==> config.mk <==
export PLATFORM = sky130hd
export DESIGN_NAME = isqrt_stream
export DESIGN_NICKNAME = d
export VERILOG_FILES = /design/src/rtl/isqrt_pkg.sv /design/src/rtl/isqrt_step.sv /design/src/rtl/isqrt_root_pipe.sv /design/src/rtl/isqrt_flow_ctrl.sv /design/src/rtl/isqrt_stream.sv
export SDC_FILE = /design/constraint.sdc
export NUM_CORES = 1
export LEC_CHECK = 0
export BUFFER_PORTS_ARGS = -buffer_cell sky130_fd_sc_hd__buf_2
export CAP_MARGIN = 20
export CORE_MARGIN = 1.5
export CORE_UTILIZATION = 40
export CTS_CLUSTER_DIAMETER = 100
export DETAILED_ROUTE_END_ITERATION = 12
export PLACE_DENSITY = 0.58
export SLEW_MARGIN = 20
export SYNTH_ARGS = -nofsm -noshare
export SYNTH_HDL_FRONTEND = slang
export SYNTH_HIERARCHICAL = 1
export SYNTH_SLANG_ARGS = --single-unit
==> constraint.sdc <==
create_clock -name clk -period 2.79 [get_ports clk]
set_input_delay 0.279 -clock clk [delete_from_list [all_inputs] [get_ports clk]]
set_output_delay 0.279 -clock clk [all_outputs]
set_load 0.005 [all_outputs]
==> src/rtl/isqrt_pkg.sv <==
// Package: shared mode encoding and latency helper for the streaming
// integer square root. Assumes stage count equals half the sample width.
package isqrt_pkg;

    // Placement of pipeline registers in the stage chain.
    typedef enum logic [1:0] {
        MODE_COMB    = 2'd0,
        MODE_LASTREG = 2'd1,
        MODE_PIPE    = 2'd2
    } isqrt_mode_e;

    // Cycles from sample presentation to result presentation.
    function automatic int stream_latency(isqrt_mode_e mode, int stages);
        case (mode)
            MODE_COMB:    return 0;
            MODE_LASTREG: return 1;
            default:      return stages;
        endcase
    endfunction

endpackage

==> src/rtl/isqrt_step.sv <==
// Module: one digit step of the remainder square root.
// Tests root+mask against the remainder; on success subtracts it and
// sets the result bit, then halves the root. The mask is a constant
// for the stage (1 << MASK_POS), so it is not carried down the chain.
// Assumes W >= 4 and MASK_POS <= W-2.
module isqrt_step #(
    parameter int W        = 8,
    parameter int MASK_POS = 6
) (
    input  logic [W:0]   root_i,
    input  logic [W-1:0] rem_i,
    output logic [W:0]   root_o,
    output logic [W-1:0] rem_o
);
    localparam logic [W:0] MASK  = (W+1)'(1) << MASK_POS;
    localparam logic [W:0] MASK2 = (W+1)'(1) << (MASK_POS + 1);

    logic [W:0] trial;
    logic       take;

    // Trial subtraction and conditional update of root and remainder.
    always_comb begin
        trial = root_i + MASK;
        take  = (trial <= {1'b0, rem_i});
        if (take) begin
            rem_o  = rem_i - trial[W-1:0];
            root_o = (root_i + MASK2) >> 1;
        end else begin
            rem_o  = rem_i;
            root_o = root_i >> 1;
        end
    end
endmodule

==> src/rtl/isqrt_root_pipe.sv <==
// Module: unrolled chain of DATA_W/2 square root steps.
// MODE picks where registers sit: none, after the final stage only, or
// after every stage. Registers advance every cycle; validity is tracked
// outside. Assumes DATA_W is even and at least 4.
module isqrt_root_pipe
    import isqrt_pkg::*;
#(
    parameter int          DATA_W = 8,
    parameter isqrt_mode_e MODE   = MODE_PIPE
) (
    input  logic                clk,
    input  logic                rst_n,
    input  logic [DATA_W-1:0]   din,
    output logic [DATA_W/2-1:0] root_o
);
    localparam int N      = DATA_W / 2;
    localparam int ROOT_W = DATA_W / 2;

    // Element k holds the state entering stage k; element N is the result.
    logic [DATA_W:0]   root_s [N+1];
    logic [DATA_W-1:0] rem_s  [N+1];

    assign root_s[0] = '0;
    assign rem_s[0]  = din;

    for (genvar gi = 0; gi < N; gi++) begin : g_stage
        localparam bit REG_HERE = (MODE == MODE_PIPE) ||
                                  ((MODE == MODE_LASTREG) && (gi == N - 1));
        logic [DATA_W:0]   root_c;
        logic [DATA_W-1:0] rem_c;

        isqrt_step #(
            .W        (DATA_W),
            .MASK_POS (DATA_W - 2 - 2*gi)
        ) u_step (
            .root_i (root_s[gi]),
            .rem_i  (rem_s[gi]),
            .root_o (root_c),
            .rem_o  (rem_c)
        );

        if (REG_HERE) begin : g_reg
            logic [DATA_W:0]   root_q;
            logic [DATA_W-1:0] rem_q;
            // Stage register: captures this step's result each cycle.
            always_ff @(posedge clk) begin
                if (!rst_n) begin
                    root_q <= '0;
                    rem_q  <= '0;
                end else begin
                    root_q <= root_c;
                    rem_q  <= rem_c;
                end
            end
            assign root_s[gi+1] = root_q;
            assign rem_s[gi+1]  = rem_q;
        end else begin : g_wire
            assign root_s[gi+1] = root_c;
            assign rem_s[gi+1]  = rem_c;
        end
    end

    assign root_o = root_s[N][ROOT_W-1:0];

    // Final remainder x - r*r never exceeds 2*r for a correct root.
    assert_rem_bound_R1: assert property (@(posedge clk) disable iff (!rst_n)
        ({2'b00, rem_s[N]} <= ({1'b0, root_s[N]} << 1)));

    // The final root must fit in half the sample width.
    assert_root_fits_R1: assert property (@(posedge clk) disable iff (!rst_n)
        ((root_s[N] >> ROOT_W) == '0));
endmodule

==> src/rtl/isqrt_flow_ctrl.sv <==
// Module: stream control for the square root chain.
// With LAT = 0 the strobe passes straight through. Otherwise a head
// counter waits LAT-1 edges from the burst start before raising the
// strobe, and a tail counter keeps the strobe up for LAT-1 edges after
// the input stops so that in-flight results drain. Assumes each burst
// is contiguous and bursts are at least LAT idle cycles apart.
module isqrt_flow_ctrl #(
    parameter int LAT = 4
) (
    input  logic clk,
    input  logic rst_n,
    input  logic act,
    output logic out_stb,
    output logic out_done
);
    if (LAT == 0) begin : g_pass
        logic prev_act;

        // Remember last cycle's acceptance to spot the end of a burst.
        always_ff @(posedge clk) begin
            if (!rst_n) prev_act <= 1'b0;
            else        prev_act <= act;
        end

        assign out_stb  = act;
        assign out_done = prev_act & ~act;
    end else begin : g_count
        localparam int              CW   = (LAT > 1) ? $clog2(LAT) : 1;
        localparam logic [CW-1:0]   LAST = CW'(LAT - 1);

        logic          busy, closed, stb_q, done_q;
        logic [CW-1:0] head, tail;
        logic [CW-1:0] h_now, t_now;
        logic          live, step_in;

        // Effective counter values, zero outside their phase.
        always_comb begin
            h_now   = busy   ? head : '0;
            t_now   = closed ? tail : '0;
            live    = busy | act;
            step_in = act & ~closed;
        end

        // Fill, run and drain sequencing of the output strobe.
        always_ff @(posedge clk) begin
            if (!rst_n) begin
                busy   <= 1'b0;
                closed <= 1'b0;
                head   <= '0;
                tail   <= '0;
                stb_q  <= 1'b0;
                done_q <= 1'b0;
            end else begin
                done_q <= 1'b0;
                if (live) begin
                    busy <= 1'b1;
                    if (h_now == LAST) stb_q <= 1'b1;
                    else               head  <= h_now + 1'b1;
                    if (!step_in) begin
                        closed <= 1'b1;
                        if (t_now == LAST) begin
                            stb_q  <= 1'b0;
                            done_q <= 1'b1;
                            busy   <= 1'b0;
                            closed <= 1'b0;
                            head   <= '0;
                            tail   <= '0;
                        end else begin
                            tail <= t_now + 1'b1;
                        end
                    end
                end
            end
        end

        assign out_stb  = stb_q;
        assign out_done = done_q;

        // No strobe may be issued outside a burst.
        assert_quiet_when_idle_R5: assert property (@(posedge clk) disable iff (!rst_n)
            (!busy |-> !stb_q));

        // Strobe is low on the first edge after reset is released.
        assert_reset_clear_R8: assert property (@(posedge clk) disable iff (!rst_n)
            ($rose(rst_n) |-> (!stb_q && !done_q)));
    end
endmodule

==> src/rtl/isqrt_stream.sv <==
// Module: top of the streaming integer square root.
// Combines the unrolled root chain with the strobe controller. The
// controller latency is derived from MODE so strobe and data line up.
// Assumes DATA_W even, at least 4, and bursts spaced by the latency.
module isqrt_stream
    import isqrt_pkg::*;
#(
    parameter int          DATA_W = 8,
    parameter isqrt_mode_e MODE   = MODE_PIPE
) (
    input  logic                clk,
    input  logic                rst_n,
    input  logic                in_stb,
    input  logic                in_cyc,
    input  logic [DATA_W-1:0]   in_data,
    output logic [DATA_W/2-1:0] out_data,
    output logic                out_stb,
    output logic                out_done
);
    localparam int STAGES = DATA_W / 2;
    localparam int LAT    = stream_latency(MODE, STAGES);

    logic accept;

    // A sample counts only when both strobe and cycle are high.
    assign accept = in_stb & in_cyc;

    isqrt_root_pipe #(
        .DATA_W (DATA_W),
        .MODE   (MODE)
    ) u_root (
        .clk    (clk),
        .rst_n  (rst_n),
        .din    (in_data),
        .root_o (out_data)
    );

    isqrt_flow_ctrl #(
        .LAT (LAT)
    ) u_ctrl (
        .clk      (clk),
        .rst_n    (rst_n),
        .act      (accept),
        .out_stb  (out_stb),
        .out_done (out_done)
    );

    // Burst end flag only right after a strobe cycle, never with one.
    assert_done_after_stb_R7: assert property (@(posedge clk) disable iff (!rst_n)
        (out_done |-> (!out_stb && $past(out_stb))));

    // Two burst-end flags never come back to back.
    assert_done_single_R7: assert property (@(posedge clk) disable iff (!rst_n)
        (out_done |=> !out_done));
endmodule

==> results of run 1 <==
[report_power, final]
part           switching, W  leakage, nW  total [W]  internal (W)
combinational      0.000707         1.90    0.00142      0.000713
sequential        0.0000857        0.521    0.00112       0.00103
clock              0.000415        0.139    0.00104      0.000629
[repair_timing]
item / in CTS / in global routing
buffers inserted: 0 / 1
endpoints found under the setup margin: 0 / 12
gates resized for setup: 0 / 4
[area by class of cell]
type	instances	area (um2)	area share (%)
repair buffers	24	138	2.48
clock inverters	6	43.8	0.788
inverters	67	251	4.52
well taps	168	210	3.78
multi-input cells	425	3410	61.4
flip-flops and latches	63	1260	22.7
clock buffers	10	239	4.30
[worst min-delay path: stages]
cell                     delay [ns]
sky130_fd_sc_hd__buf_2         0.10
sky130_fd_sc_hd__mux2_2        0.14
sky130_fd_sc_hd__and2_2        0.12
[worst max path at each step]
| stage | to | from | slack (ns) | cells after the start |
|---|---|---|---|---|
| final | u_root/g_stage[2].g_reg.rem_q[5]$_SDFF_PN0_ | u_root/g_stage[1].g_reg.root_q[2]$_SDFF_PN0_ | 0.08 | 10 |
| after global routing | u_root/g_stage[2].g_reg.rem_q[4]$_SDFF_PN0_ | u_root/g_stage[1].g_reg.root_q[2]$_SDFF_PN0_ | 0.008 | 10 |
| after CTS | u_root/g_stage[2].g_reg.rem_q[5]$_SDFF_PN0_ | u_root/g_stage[1].g_reg.root_q[2]$_SDFF_PN0_ | 0.06 | 10 |
| after detailed placement | u_root/g_stage[2].g_reg.root_q[3]$_SDFF_PN0_ | u_root/g_stage[1].g_reg.root_q[2]$_SDFF_PN0_ | 0.09 | 10 |
| after global placement | u_root/g_stage[3].g_reg.root_q[1]$_SDFF_PN0_ | u_root/g_stage[2].g_reg.root_q[2]$_SDFF_PN0_ | 0.18 | 12 |
| after floorplan | u_root/g_stage[3].g_reg.root_q[1]$_SDFF_PN0_ | u_root/g_stage[2].g_reg.root_q[2]$_SDFF_PN0_ | 0.34 | 12 |
[per-layer routing]
layer  GRT usage (%)  vias up  wire length, um
li1                -     1891                -
met3            2.70       29              260
met4            9.17        0              362
met1            16.9     1637             3970
met5               0        -                0
met2            26.3       64             4270
[per-stage QoR]
step	worst slack, ns	power (W)	utilization (%)	hold WS (ns)	cells
global placement	0.180	0.00250	43.5	0.457	746
finish	0.0827	0.00358	46.1	0.340	763
global route	0.00832	0.00385	46.1	0.349	763
CTS	0.0577	0.00360	45.8	0.327	762
floorplan	0.342	0.00231	-	0.415	579
detailed placement	0.0904	0.00253	43.5	0.463	746
[sequential cells by signal, summed over array words and instances, names as in the netlist]
| signal | count |
|---|---|
| u_root/g_stage.g_reg.root_q | 31 |
| u_root/g_stage.g_reg.rem_q | 24 |
| u_ctrl/g_count.head | 2 |
| u_ctrl/g_count.tail | 2 |
| u_ctrl/g_count.busy | 1 |
| u_ctrl/g_count.closed | 1 |
| u_ctrl/out_done | 1 |
| u_ctrl/out_stb | 1 |
[cell usage in the layout (no fill, tap or decap), types with 6 or more instances in the layout]
| cell type | count |
|---|---|
| sky130_fd_sc_hd__inv_1 | 67 |
| sky130_fd_sc_hd__ha_1 | 62 |
| sky130_fd_sc_hd__dfxtp_1 | 62 |
| sky130_fd_sc_hd__and2_2 | 55 |
| sky130_fd_sc_hd__conb_1 | 35 |
| sky130_fd_sc_hd__nand2_1 | 24 |
| sky130_fd_sc_hd__a21oi_1 | 22 |
| sky130_fd_sc_hd__nor2_1 | 20 |
| sky130_fd_sc_hd__xnor2_1 | 19 |
| sky130_fd_sc_hd__buf_2 | 17 |
| sky130_fd_sc_hd__mux2i_1 | 17 |
| sky130_fd_sc_hd__o21ai_0 | 15 |
| sky130_fd_sc_hd__nand3_1 | 14 |
| sky130_fd_sc_hd__xor2_1 | 11 |
| sky130_fd_sc_hd__clkbuf_16 | 9 |
| sky130_fd_sc_hd__mux2_4 | 8 |
| sky130_fd_sc_hd__nor3_1 | 8 |
| sky130_fd_sc_hd__nand4_1 | 8 |
| sky130_fd_sc_hd__o211ai_1 | 7 |
| sky130_fd_sc_hd__buf_4 | 7 |
| sky130_fd_sc_hd__nor2b_1 | 6 |
| sky130_fd_sc_hd__mux2_2 | 6 |
| sky130_fd_sc_hd__and3_1 | 6 |
==> tab_implementation.tex, run 1 <==
\begin{tabular}{lr}
\hline
Metric & Value \\
\hline
\multicolumn{2}{l}{\textbf{Status}} \\
\quad Outcome & completed \\
\multicolumn{2}{l}{\textbf{Route}} \\
\quad DRC violation total after the first TritonRoute iteration & 170 \\
\quad Wire per inst & $\sim$12 um \\
\quad Number of design rule violations left after detail routing & 0 \\
\quad Remaining number of nets flagged by the antenna check after routing & 0 \\
\quad Vias per std cell & about 4.7 \\
\quad Number of vias in the routed layout & 3621 \\
\quad Drt pass-1 iters & 4 \\
\quad Drt total wl & 8.85 mm \\
\multicolumn{2}{l}{\textbf{Setup path}} \\
\quad Maximum net fanout on the critical path & 10 \\
\quad Req. time, crit path & 3.01 ns \\
\quad WP data arrival & 2.92 ns \\
\quad Kind of capture point of the worst setup path & register \\
\quad Ordered cell list for the critical path & ha\_2 -> nand3\_1 -> xnor2\_2 -> ha\_1 -> a22oi\_1 -> nand2\_1 -> o211ai\_4 -> nand2\_8 -> mux2\_4 -> and2\_2 \\
\quad Worst r2r path cells & 10 \\
\quad Worst reg2reg setup slack & a little over 0.08 ns \\
\quad Slowest stage cell on the critical path & sky130\_fd\_sc\_hd\_\_dfxtp\_1 \\
\quad Bufs and invs on worst path & 0 \\
\quad Kind of start point of the critical path & register \\
\quad Worst reg2reg startpoint & u\_root/g\_stage[1].g\_reg.root\_q[2]\$\_SDFF\_PN0\_ \\
\quad Delay-heaviest family, CP & simple AND/OR/NAND/NOR gates \\
\quad Reg2Reg Capture Point & u\_root/g\_stage[2].g\_reg.rem\_q[5]\$\_SDFF\_PN0\_ \\
\quad CP peak stage delay & 0.42 ns \\
\quad Startpoint-to-endpoint class of the critical path & reg2reg \\
\multicolumn{2}{l}{\textbf{Clock tree}} \\
\quad Hold buffers post-CTS & 0 \\
\quad Number of clock sinks & 63 \\
\quad TritonCTS buffer count & 9 \\
\quad Maximum number of buffers from clock root to sink & 2 \\
\quad CTS tree & done \\
\quad Clock root buffer master & sky130\_fd\_sc\_hd\_\_clkbuf\_16 \\
\quad Htree depth & 3 \\
\quad Clock transition at path regs & approximately 0.050 ns \\
\quad Worst-Skew Late Latency & between 0.3 and 0.4 ns \\
\multicolumn{2}{l}{\textbf{Yosys}} \\
\quad Syn Area/Cell & slightly above 9 um2 \\
\quad Cells after Synth & 548 \\
\quad YS warnings & 6 \\
\quad Post-Syn Area & 4970 um2 \\
\multicolumn{2}{l}{\textbf{STA}} \\
\quad Portion of the clock cycle consumed by the worst path in the final layout & 97.0\% \\
\quad Endpoints failing hold & 0 \\
\quad Worst clock skew & 0.00787 ns \\
\quad Unrepaired setup endpoints after global routing & false \\
\quad Final Max Tran Viols & 0 \\
\quad Highest clock frequency the design can meet & approximately 0.37 GHz \\
\quad Final setup vio count & 0 \\
\quad Minimum clock period & roughly 2.7 ns \\
\quad Fin Setup TNS & 0 ns \\
\multicolumn{2}{l}{\textbf{Pwr}} \\
\quad Leakage power of the design & approximately 2.6 nW \\
\quad Max IR drop VDD & about 0.38 mV \\
\quad Pwr Density & 644 nW/um2 \\
\multicolumn{2}{l}{\textbf{Flow run}} \\
\quad Number of max-cap violations & 0 \\
\multicolumn{2}{l}{\textbf{Worst hold path}} \\
\quad Critical hold path startpoint & in\_data[6] \\
\quad Hold depth & 3 \\
\quad Class of the worst hold path & in2reg \\
\quad Hold EP & u\_root/g\_stage[0].g\_reg.rem\_q[6]\$\_SDFF\_PN0\_ \\
\multicolumn{2}{l}{\textbf{Placement}} \\
\quad Final RePlAce weighted congestion & $\sim$0.93 \\
\quad Detailed placement HPWL & 6.99 mm \\
\quad Placed instance area & around 5200 um2 \\
\quad Port buffer count & 17 \\
\multicolumn{2}{l}{\textbf{Final layout}} \\
\quad Antenna fix cells & 0 \\
\quad Fillers & between 1000 and 1500 \\
\quad Area of all placed cells without fillers & between 5000 and 6000 um2 \\
\quad Area delta synth->final & 11.9\% \\
\quad Share of layout cells above drive strength 1 & around 23\% \\
\quad Final \#Nets & $\sim$670 \\
\multicolumn{2}{l}{\textbf{Global routing}} \\
\quad All-layer global routing usage & 15.0\% \\
\quad Largest net degree at the start of global routing & 34 \\
\quad Remaining global-route overflow & 0 \\
\quad First-pass GRT wire length & 15.8 mm \\
\quad Number of antenna violations at the first check in global routing & 0 \\
\quad Number of global-route vias before repair & $\sim$3600 \\
\multicolumn{2}{l}{\textbf{Floorplan}} \\
\quad Die ar. & between 10000 and 15000 um2 \\
\quad Overall die height & roughly 110 um \\
\quad Core Box Area & about 12000 um2 \\
\quad Number of cell rows & 40 \\
\quad Initial Utilization & between 40\% and 50\% \\
\quad Num ports & 18 \\
\quad Die outline width & between 100 and 150 um \\
\hline
\end{tabular}
Power figures use the tool's default switching activity.
==> run 2: changes to the inputs <==
Settings changed: CORE_ASPECT_RATIO set to 0.75.
==> run 2 against run 1 <==
Worst hold slack better by 0.013 ns. Utilization decreased by 0.49 points. Cell count fell by 0.52%. Worst setup slack improved by 0.045 ns. Sequential power barely moved. Count of clock-buffer cells in the layout up 3.
==> tab_implementation.tex, run 2 (same netlist as run 1, synthesis figures left out) <==
\begin{tabular}{lr}
\hline
Metric & Value \\
\hline
\multicolumn{2}{l}{\textbf{Setup path}} \\
\quad WP data arrival & 2.87 ns \\
\quad CP Launch Point & u\_root/g\_stage[1].g\_reg.root\_q[3]\$\_SDFF\_PN0\_ \\
\quad Worst reg2reg startpoint & u\_root/g\_stage[1].g\_reg.root\_q[3]\$\_SDFF\_PN0\_ \\
\quad Req. time, crit path & about 3 ns \\
\quad Slowest stage cell on the critical path & sky130\_fd\_sc\_hd\_\_dfxtp\_1 \\
\quad Startpoint-to-endpoint class of the critical path & reg2reg \\
\quad Delay-heaviest family, CP & adder cells \\
\quad Kind of capture point of the worst setup path & register \\
\quad Kind of start point of the critical path & register \\
\quad Bufs and invs on worst path & 0 \\
\quad Maximum net fanout on the critical path & 10 \\
\quad Ordered cell list for the critical path & ha\_2 -> nand3\_1 -> xnor2\_2 -> ha\_1 -> a22oi\_1 -> nand2\_1 -> o211ai\_4 -> nand2\_8 -> mux2\_4 -> and2\_2 \\
\quad CP peak stage delay & around 0.38 ns \\
\multicolumn{2}{l}{\textbf{Placement}} \\
\quad Detailed placement HPWL & 7.33 mm \\
\quad Setup WS pre-CTS & 0.104 ns \\
\quad Port buffer count & 17 \\
\quad Final RePlAce weighted congestion & 0.832 \\
\multicolumn{2}{l}{\textbf{Final layout}} \\
\quad Antenna fix cells & 0 \\
\quad Registers with the highest flip-flop counts & u\_root/g\_stage.g\_reg.root\_q x31, u\_root/g\_stage.g\_reg.rem\_q x24 \\
\quad Final \#Nets & about 670 \\
\quad Leading cell type in the layout, fill and taps excluded & sky130\_fd\_sc\_hd\_\_inv\_1 \\
\quad Top reg by flops & u\_root/g\_stage.g\_reg.root\_q \\
\quad Area delta synth->final & 11.7\% \\
\quad Share of layout cells above drive strength 1 & roughly 22\% \\
\quad Flip-flop count of the largest register after layout & 31 \\
\quad Most frequent cells in the layout & sky130\_fd\_sc\_hd\_\_inv\_1, sky130\_fd\_sc\_hd\_\_dfxtp\_1, sky130\_fd\_sc\_hd\_\_ha\_1 \\
\quad Fillers & $\sim$1200 \\
\multicolumn{2}{l}{\textbf{Floorplan}} \\
\quad Overall die height & 99.5 um \\
\quad Core Box Area & roughly 12000 um2 \\
\quad Initial Utilization & roughly 41\% \\
\quad Die outline width & approximately 130 um \\
\quad Number of cell rows & 35 \\
\quad Die ar. & around 13000 um2 \\
\quad Num ports & 18 \\
\multicolumn{2}{l}{\textbf{STA}} \\
\quad Final setup vio count & 0 \\
\quad Portion of the clock cycle consumed by the worst path in the final layout & 95.4\% \\
\quad Highest clock frequency the design can meet & 0.376 GHz \\
\quad Minimum clock period & between 2 and 3 ns \\
\quad Worst Setup Slack, final & 0.128 ns \\
\quad Unrepaired setup endpoints after global routing & false \\
\quad Worst clock skew & around 0.0063 ns \\
\quad Fin Setup TNS & 0 ns \\
\quad Endpoints failing hold & 0 \\
\quad Final Max Tran Viols & 0 \\
\multicolumn{2}{l}{\textbf{Clock tree}} \\
\quad Hold buffers post-CTS & 0 \\
\quad Worst-Skew Late Latency & between 0.3 and 0.4 ns \\
\quad CTS tree & done \\
\quad Maximum number of buffers from clock root to sink & 2 \\
\quad Number of clock sinks & 63 \\
\quad TritonCTS buffer count & 9 \\
\quad Clock transition at path regs & approximately 0.050 ns \\
\quad Htree depth & 3 \\
\quad Clock root buffer master & sky130\_fd\_sc\_hd\_\_clkbuf\_16 \\
\multicolumn{2}{l}{\textbf{Pwr}} \\
\quad Total power after layout & between 0.003 and 0.004 W \\
\quad Max IR drop VDD & roughly 0.32 mV \\
\quad Pwr Density & between 600 and 700 nW/um2 \\
\quad Leakage power of the design & about 2.6 nW \\
\multicolumn{2}{l}{\textbf{Route}} \\
\quad Vias per std cell & between 4 and 5 \\
\quad Number of design rule violations left after detail routing & 0 \\
\quad Drt total wl & 9.18 mm \\
\quad Drt pass-1 iters & 4 \\
\quad DRC violation total after the first TritonRoute iteration & 184 \\
\quad Wire per inst & 12.1 um \\
\quad Number of vias in the routed layout & 3621 \\
\quad Remaining number of nets flagged by the antenna check after routing & 0 \\
\multicolumn{2}{l}{\textbf{Global routing}} \\
\quad Remaining global-route overflow & 0 \\
\quad Number of antenna violations at the first check in global routing & 0 \\
\quad First-pass GRT wire length & 15.8 mm \\
\quad Number of global-route vias before repair & 3534 \\
\quad Largest net degree at the start of global routing & 36 \\
\quad All-layer global routing usage & between 10\% and 20\% \\
\multicolumn{2}{l}{\textbf{Worst hold path}} \\
\quad Critical hold path startpoint & in\_data[3] \\
\quad Class of the worst hold path & in2reg \\
\multicolumn{2}{l}{\textbf{Status}} \\
\quad Outcome & completed \\
\multicolumn{2}{l}{\textbf{Flow run}} \\
\quad Number of max-cap violations & 0 \\
\hline
\end{tabular}
==> run 2: cell count changes in the layout (fill, tap and decap cells not counted), sizes merged <==
cell	previous run	this run
clkinvlp	1	0
clkbuf	10	13
inv	69	67
clkinv	3	1
==> run 2: path summary, 6_finish.rpt <==
check / to / slack [ns] / cells after the start
setup / recovery: u_root/g_stage[2].g_reg.rem_q[5]$_SDFF_PN0_ / 0.13 / 10
setup reg to reg: u_root/g_stage[2].g_reg.rem_q[5]$_SDFF_PN0_ / 0.13 / 10
hold reg to reg: u_ctrl/out_stb$_SDFFE_PN0P_ / 0.46 / 2
hold / removal: u_root/g_stage[0].g_reg.rem_q[3]$_SDFF_PN0_ / 0.35 / 3
==> run 2: layer usage <==
| metal | wire length, um | part of all wire (%) | global-route usage, % |
|---|---|---|---|
| met5 | 0 | 0 | 0 |
| met4 | 146 | 1.6 | 5.38 |
| met3 | 327 | 3.6 | 3.31 |
| met2 | 4310 | 47 | 25.4 |
| met1 | 4390 | 48 | 18.4 |
==> run 2: timing repair <==
item	CTS	global route
buffers inserted	0	1
resized for setup	0	6
endpoints found under the setup margin	0	15
==> run 2: cell type report <==
| class | instances | area, um2 | share of cell area, % |
|---|---|---|---|
| Timing Repair Buffer | 24 | 141 | 2.55 |
| Inverter | 67 | 251 | 4.53 |
| Sequential cell | 63 | 1260 | 22.7 |
| Clock buffer | 13 | 260 | 4.69 |
| Tap cell | 166 | 208 | 3.74 |
| Clock inverter | 1 | 5.00 | 0.0902 |
| Multi-Input combinational cell | 425 | 3420 | 61.7 |
==> run 2: per-stage QoR <==
step | util [%] | area, um2 | hold slack (ns) | instances
final | 45.6 | 5550 | 0.353 | 759
after global routing | 45.6 | 5550 | 0.352 | 759
after CTS | 45.2 | 5510 | 0.336 | 758
after detailed placement | 43.1 | 5240 | 0.465 | 744
after global placement | 43.1 | 5240 | 0.456 | 744
after floorplan | - | 5080 | 0.415 | 579
==> run 2: worst min-delay path: stages <==
cell	delay, ns
sky130_fd_sc_hd__buf_2	0.11
sky130_fd_sc_hd__mux2_2	0.14
sky130_fd_sc_hd__and2_2	0.12
==> run 2: power by group <==
| group | switching (W) | leakage, nW | total [W] | internal (W) |
|---|---|---|---|---|
| Sequential | 0.0000878 | 0.521 | 0.00112 | 0.00103 |
| Combinational | 0.000721 | 1.90 | 0.00144 | 0.000716 |
| Clock | 0.000355 | 0.132 | 0.000991 | 0.000637 |
| Total | 0.00116 | 2.55 | 0.00355 | 0.00238 |
==> run 3: changes to the inputs <==
Settings changed: SETUP_SLACK_MARGIN set to 0.15.
==> run 3 against run 2 <==
Count of clock-buffer cells in the layout unchanged. Largest cell class unchanged. Combinational power rose by 5%. First-iteration DRC count decreased by 8.2%. Sequential cell count stayed put. Worst hold slack hardly changed. Die area stayed put. Utilization is 0.98 points higher. Total power rose by 2.4%. Largest power group unchanged. Non-clock buffer count rose by 8. Cell count up 1.1%. Via count grew 2.0%. Fmax is 2.8% higher.
==> tab_implementation.tex, run 3 (same netlist as run 1, synthesis figures left out) <==
\begin{tabular}{lr}
\hline
Metric & Value \\
\hline
\multicolumn{2}{l}{\textbf{Final layout}} \\
\quad Registers with the highest flip-flop counts & u\_root/g\_stage.g\_reg.root\_q x31, u\_root/g\_stage.g\_reg.rem\_q x24 \\
\quad Antenna fix cells & 0 \\
\quad Leading cell type in the layout, fill and taps excluded & sky130\_fd\_sc\_hd\_\_inv\_1 \\
\quad Area of the multi-input gates & between 3000 and 4000 um2 \\
\quad Area of all placed cells without fillers & around 5700 um2 \\
\quad Fillers & $\sim$1200 \\
\quad Post-route core utilization & around 47\% \\
\quad Top reg by flops & u\_root/g\_stage.g\_reg.root\_q \\
\quad Final \#Nets & $\sim$680 \\
\quad Total area of sequential cells & $\sim$1300 um2 \\
\quad Flip-flop count of the largest register after layout & 31 \\
\quad Share of layout cells above drive strength 1 & a little over a quarter \\
\quad Area delta synth->final & 14.1\% \\
\quad Most frequent cells in the layout & sky130\_fd\_sc\_hd\_\_inv\_1, sky130\_fd\_sc\_hd\_\_dfxtp\_1, sky130\_fd\_sc\_hd\_\_and2\_2 \\
\multicolumn{2}{l}{\textbf{Worst hold path}} \\
\quad Class of the worst hold path & in2reg \\
\multicolumn{2}{l}{\textbf{Global routing}} \\
\quad Number of global-route vias before repair & about 3500 \\
\quad Remaining global-route overflow & 0 \\
\quad Layer carrying the most global-route usage & met2 \\
\quad Met2 Resource Use GR & around 25\% \\
\quad GR Layer Usage met3 & about 3.3\% \\
\quad All-layer global routing usage & between 10\% and 20\% \\
\quad Met1 Usage GRT & 18.4\% \\
\quad First-pass GRT wire length & approximately 16 mm \\
\quad Number of antenna violations at the first check in global routing & 0 \\
\quad Largest net degree at the start of global routing & 36 \\
\multicolumn{2}{l}{\textbf{Setup path}} \\
\quad Kind of capture point of the worst setup path & register \\
\quad CP Launch Point & u\_root/g\_stage[1].g\_reg.root\_q[3]\$\_SDFF\_PN0\_ \\
\quad Reg2Reg Capture Point & u\_root/g\_stage[2].g\_reg.root\_q[7]\$\_SDFF\_PN0\_ \\
\quad Startpoint-to-endpoint class of the critical path & reg2reg \\
\quad WP data arrival & 2.81 ns \\
\quad Req. time, crit path & 3.01 ns \\
\quad Worst setup path endpoint & u\_root/g\_stage[2].g\_reg.root\_q[7]\$\_SDFF\_PN0\_ \\
\quad Kind of start point of the critical path & register \\
\quad Worst reg2reg startpoint & u\_root/g\_stage[1].g\_reg.root\_q[3]\$\_SDFF\_PN0\_ \\
\quad Worst reg2reg setup slack & between 0.15 and 0.2 ns \\
\quad Worst r2r path cells & 12 \\
\quad Maximum net fanout on the critical path & 4 \\
\multicolumn{2}{l}{\textbf{STA}} \\
\quad Portion of the clock cycle consumed by the worst path in the final layout & 92.9\% \\
\quad Minimum clock period & between 2 and 3 ns \\
\quad Worst clock skew & 0.00624 ns \\
\quad Fin Setup TNS & 0 ns \\
\quad Highest clock frequency the design can meet & roughly 0.39 GHz \\
\quad Unrepaired setup endpoints after global routing & true \\
\quad Tightest hold margin & around 0.35 ns \\
\quad Endpoints failing hold & 0 \\
\quad Final Max Tran Viols & 0 \\
\quad Final setup vio count & 0 \\
\multicolumn{2}{l}{\textbf{Clock tree}} \\
\quad Htree depth & 3 \\
\quad Worst-Skew Late Latency & around 0.32 ns \\
\quad CTS tree & done \\
\quad Number of clock sinks & 63 \\
\quad Maximum number of buffers from clock root to sink & 2 \\
\quad Clock transition at path regs & roughly 0.05 ns \\
\quad Clock root buffer master & sky130\_fd\_sc\_hd\_\_clkbuf\_16 \\
\quad TritonCTS buffer count & 9 \\
\multicolumn{2}{l}{\textbf{Pwr}} \\
\quad Total power after layout & about 0.0036 W \\
\quad Pwr Density & around 640 nW/um2 \\
\quad Max IR drop VDD & between 0.3 and 0.4 mV \\
\quad Leakage power of the design & 2.59 nW \\
\multicolumn{2}{l}{\textbf{Floorplan}} \\
\quad Initial Utilization & between 40\% and 50\% \\
\quad Die ar. & $\sim$13000 um2 \\
\quad Die outline width & between 100 and 150 um \\
\quad Overall die height & 99.5 um \\
\quad Core Box Area & approximately 12000 um2 \\
\quad Number of cell rows & 35 \\
\quad Num ports & 18 \\
\multicolumn{2}{l}{\textbf{Placement}} \\
\quad Port buffer count & 17 \\
\quad Placed instance area & 5240 um2 \\
\quad Final RePlAce weighted congestion & about 0.83 \\
\quad Detailed placement HPWL & 7.33 mm \\
\multicolumn{2}{l}{\textbf{Flow run}} \\
\quad Number of max-cap violations & 0 \\
\multicolumn{2}{l}{\textbf{Route}} \\
\quad Number of vias in the routed layout & $\sim$3700 \\
\quad Number of design rule violations left after detail routing & 0 \\
\quad Drt pass-1 iters & 6 \\
\quad Vias per std cell & about 4.8 \\
\quad Drt total wl & around 9.4 mm \\
\quad Remaining number of nets flagged by the antenna check after routing & 0 \\
\quad DRC violation total after the first TritonRoute iteration & 169 \\
\quad Wire per inst & around 12 um \\
\multicolumn{2}{l}{\textbf{Status}} \\
\quad Outcome & completed \\
\hline
\end{tabular}
==> run 3: critical path, cell delays in order, from the launching register on <==
cell and delay, ns:
sky130_fd_sc_hd__dfxtp_2 0.37, sky130_fd_sc_hd__ha_2 0.20, sky130_fd_sc_hd__and3_1 0.19, sky130_fd_sc_hd__nand2_1 0.09, sky130_fd_sc_hd__xnor2_1 0.14, sky130_fd_sc_hd__ha_1 0.35, sky130_fd_sc_hd__nand4_1 0.11, sky130_fd_sc_hd__or2_4 0.25
sky130_fd_sc_hd__o211ai_4 0.12, sky130_fd_sc_hd__buf_4 0.18, sky130_fd_sc_hd__nand4_1 0.13, sky130_fd_sc_hd__mux2i_1 0.16, sky130_fd_sc_hd__and2_2 0.19
==> run 3: power breakdown <==
part	total, W	leakage, nW	internal [W]	switching, W
combinational	0.00151	1.93	0.000778	0.000737
sequential	0.00112	0.524	0.00103	0.0000916
clock	0.000994	0.132	0.000637	0.000357
==> run 3: area by class of cell <==
class | instances | share of cell area [%]
sequential | 63 | 22.5
clock buffer | 13 | 4.59
timing repair buffer | 32 | 3.55
tap | 166 | 3.66
multi-input combinational | 425 | 61.2
clock inverter | 1 | 0.0883
inverter | 67 | 4.44
==> run 3: what timing repair did <==
action | CTS | global route
pin swaps | 1 | 6
hold buffers | 0 | 0
cloned | 0 | 0
endpoints found under the hold margin | 0 | 0
buffers inserted | 2 | 7
resized for setup | 3 | 24
endpoints found under the setup margin | 8 | 23
==> run 3: per-layer routing <==
metal / vias up / wire (um)
li1: 1899 / -
met1: 1695 / 4480
met2: 82 / 4430
met3: 19 / 315
met4: 0 / 182
met5: - / 0
==> run 3: worst min path at each step <==
stage                                     start                                          end  slack (ns)  depth (start not counted)
floorplan                                 rst_n  u_root/g_stage[2].g_reg.rem_q[7]$_SDFF_PN0_        0.42                          1
detailed placement  u_ctrl/out_stb$_SDFFE_PN0P_                  u_ctrl/out_stb$_SDFFE_PN0P_        0.46                          2
finish                               in_data[3]  u_root/g_stage[0].g_reg.rem_q[3]$_SDFF_PN0_        0.35                          3
global route                         in_data[5]  u_root/g_stage[0].g_reg.rem_q[5]$_SDFF_PN0_        0.35                          3
CTS                                  in_data[4]  u_root/g_stage[0].g_reg.rem_q[4]$_SDFF_PN0_        0.34                          3
global placement    u_ctrl/out_stb$_SDFFE_PN0P_                  u_ctrl/out_stb$_SDFFE_PN0P_        0.46                          2
==> run 3: stage by stage <==
step                cells  worst slack, ns
floorplan             579            0.342
global placement      744            0.125
detailed placement    744            0.104
CTS                   760            0.167
global route          767           0.0984
finish                767            0.199
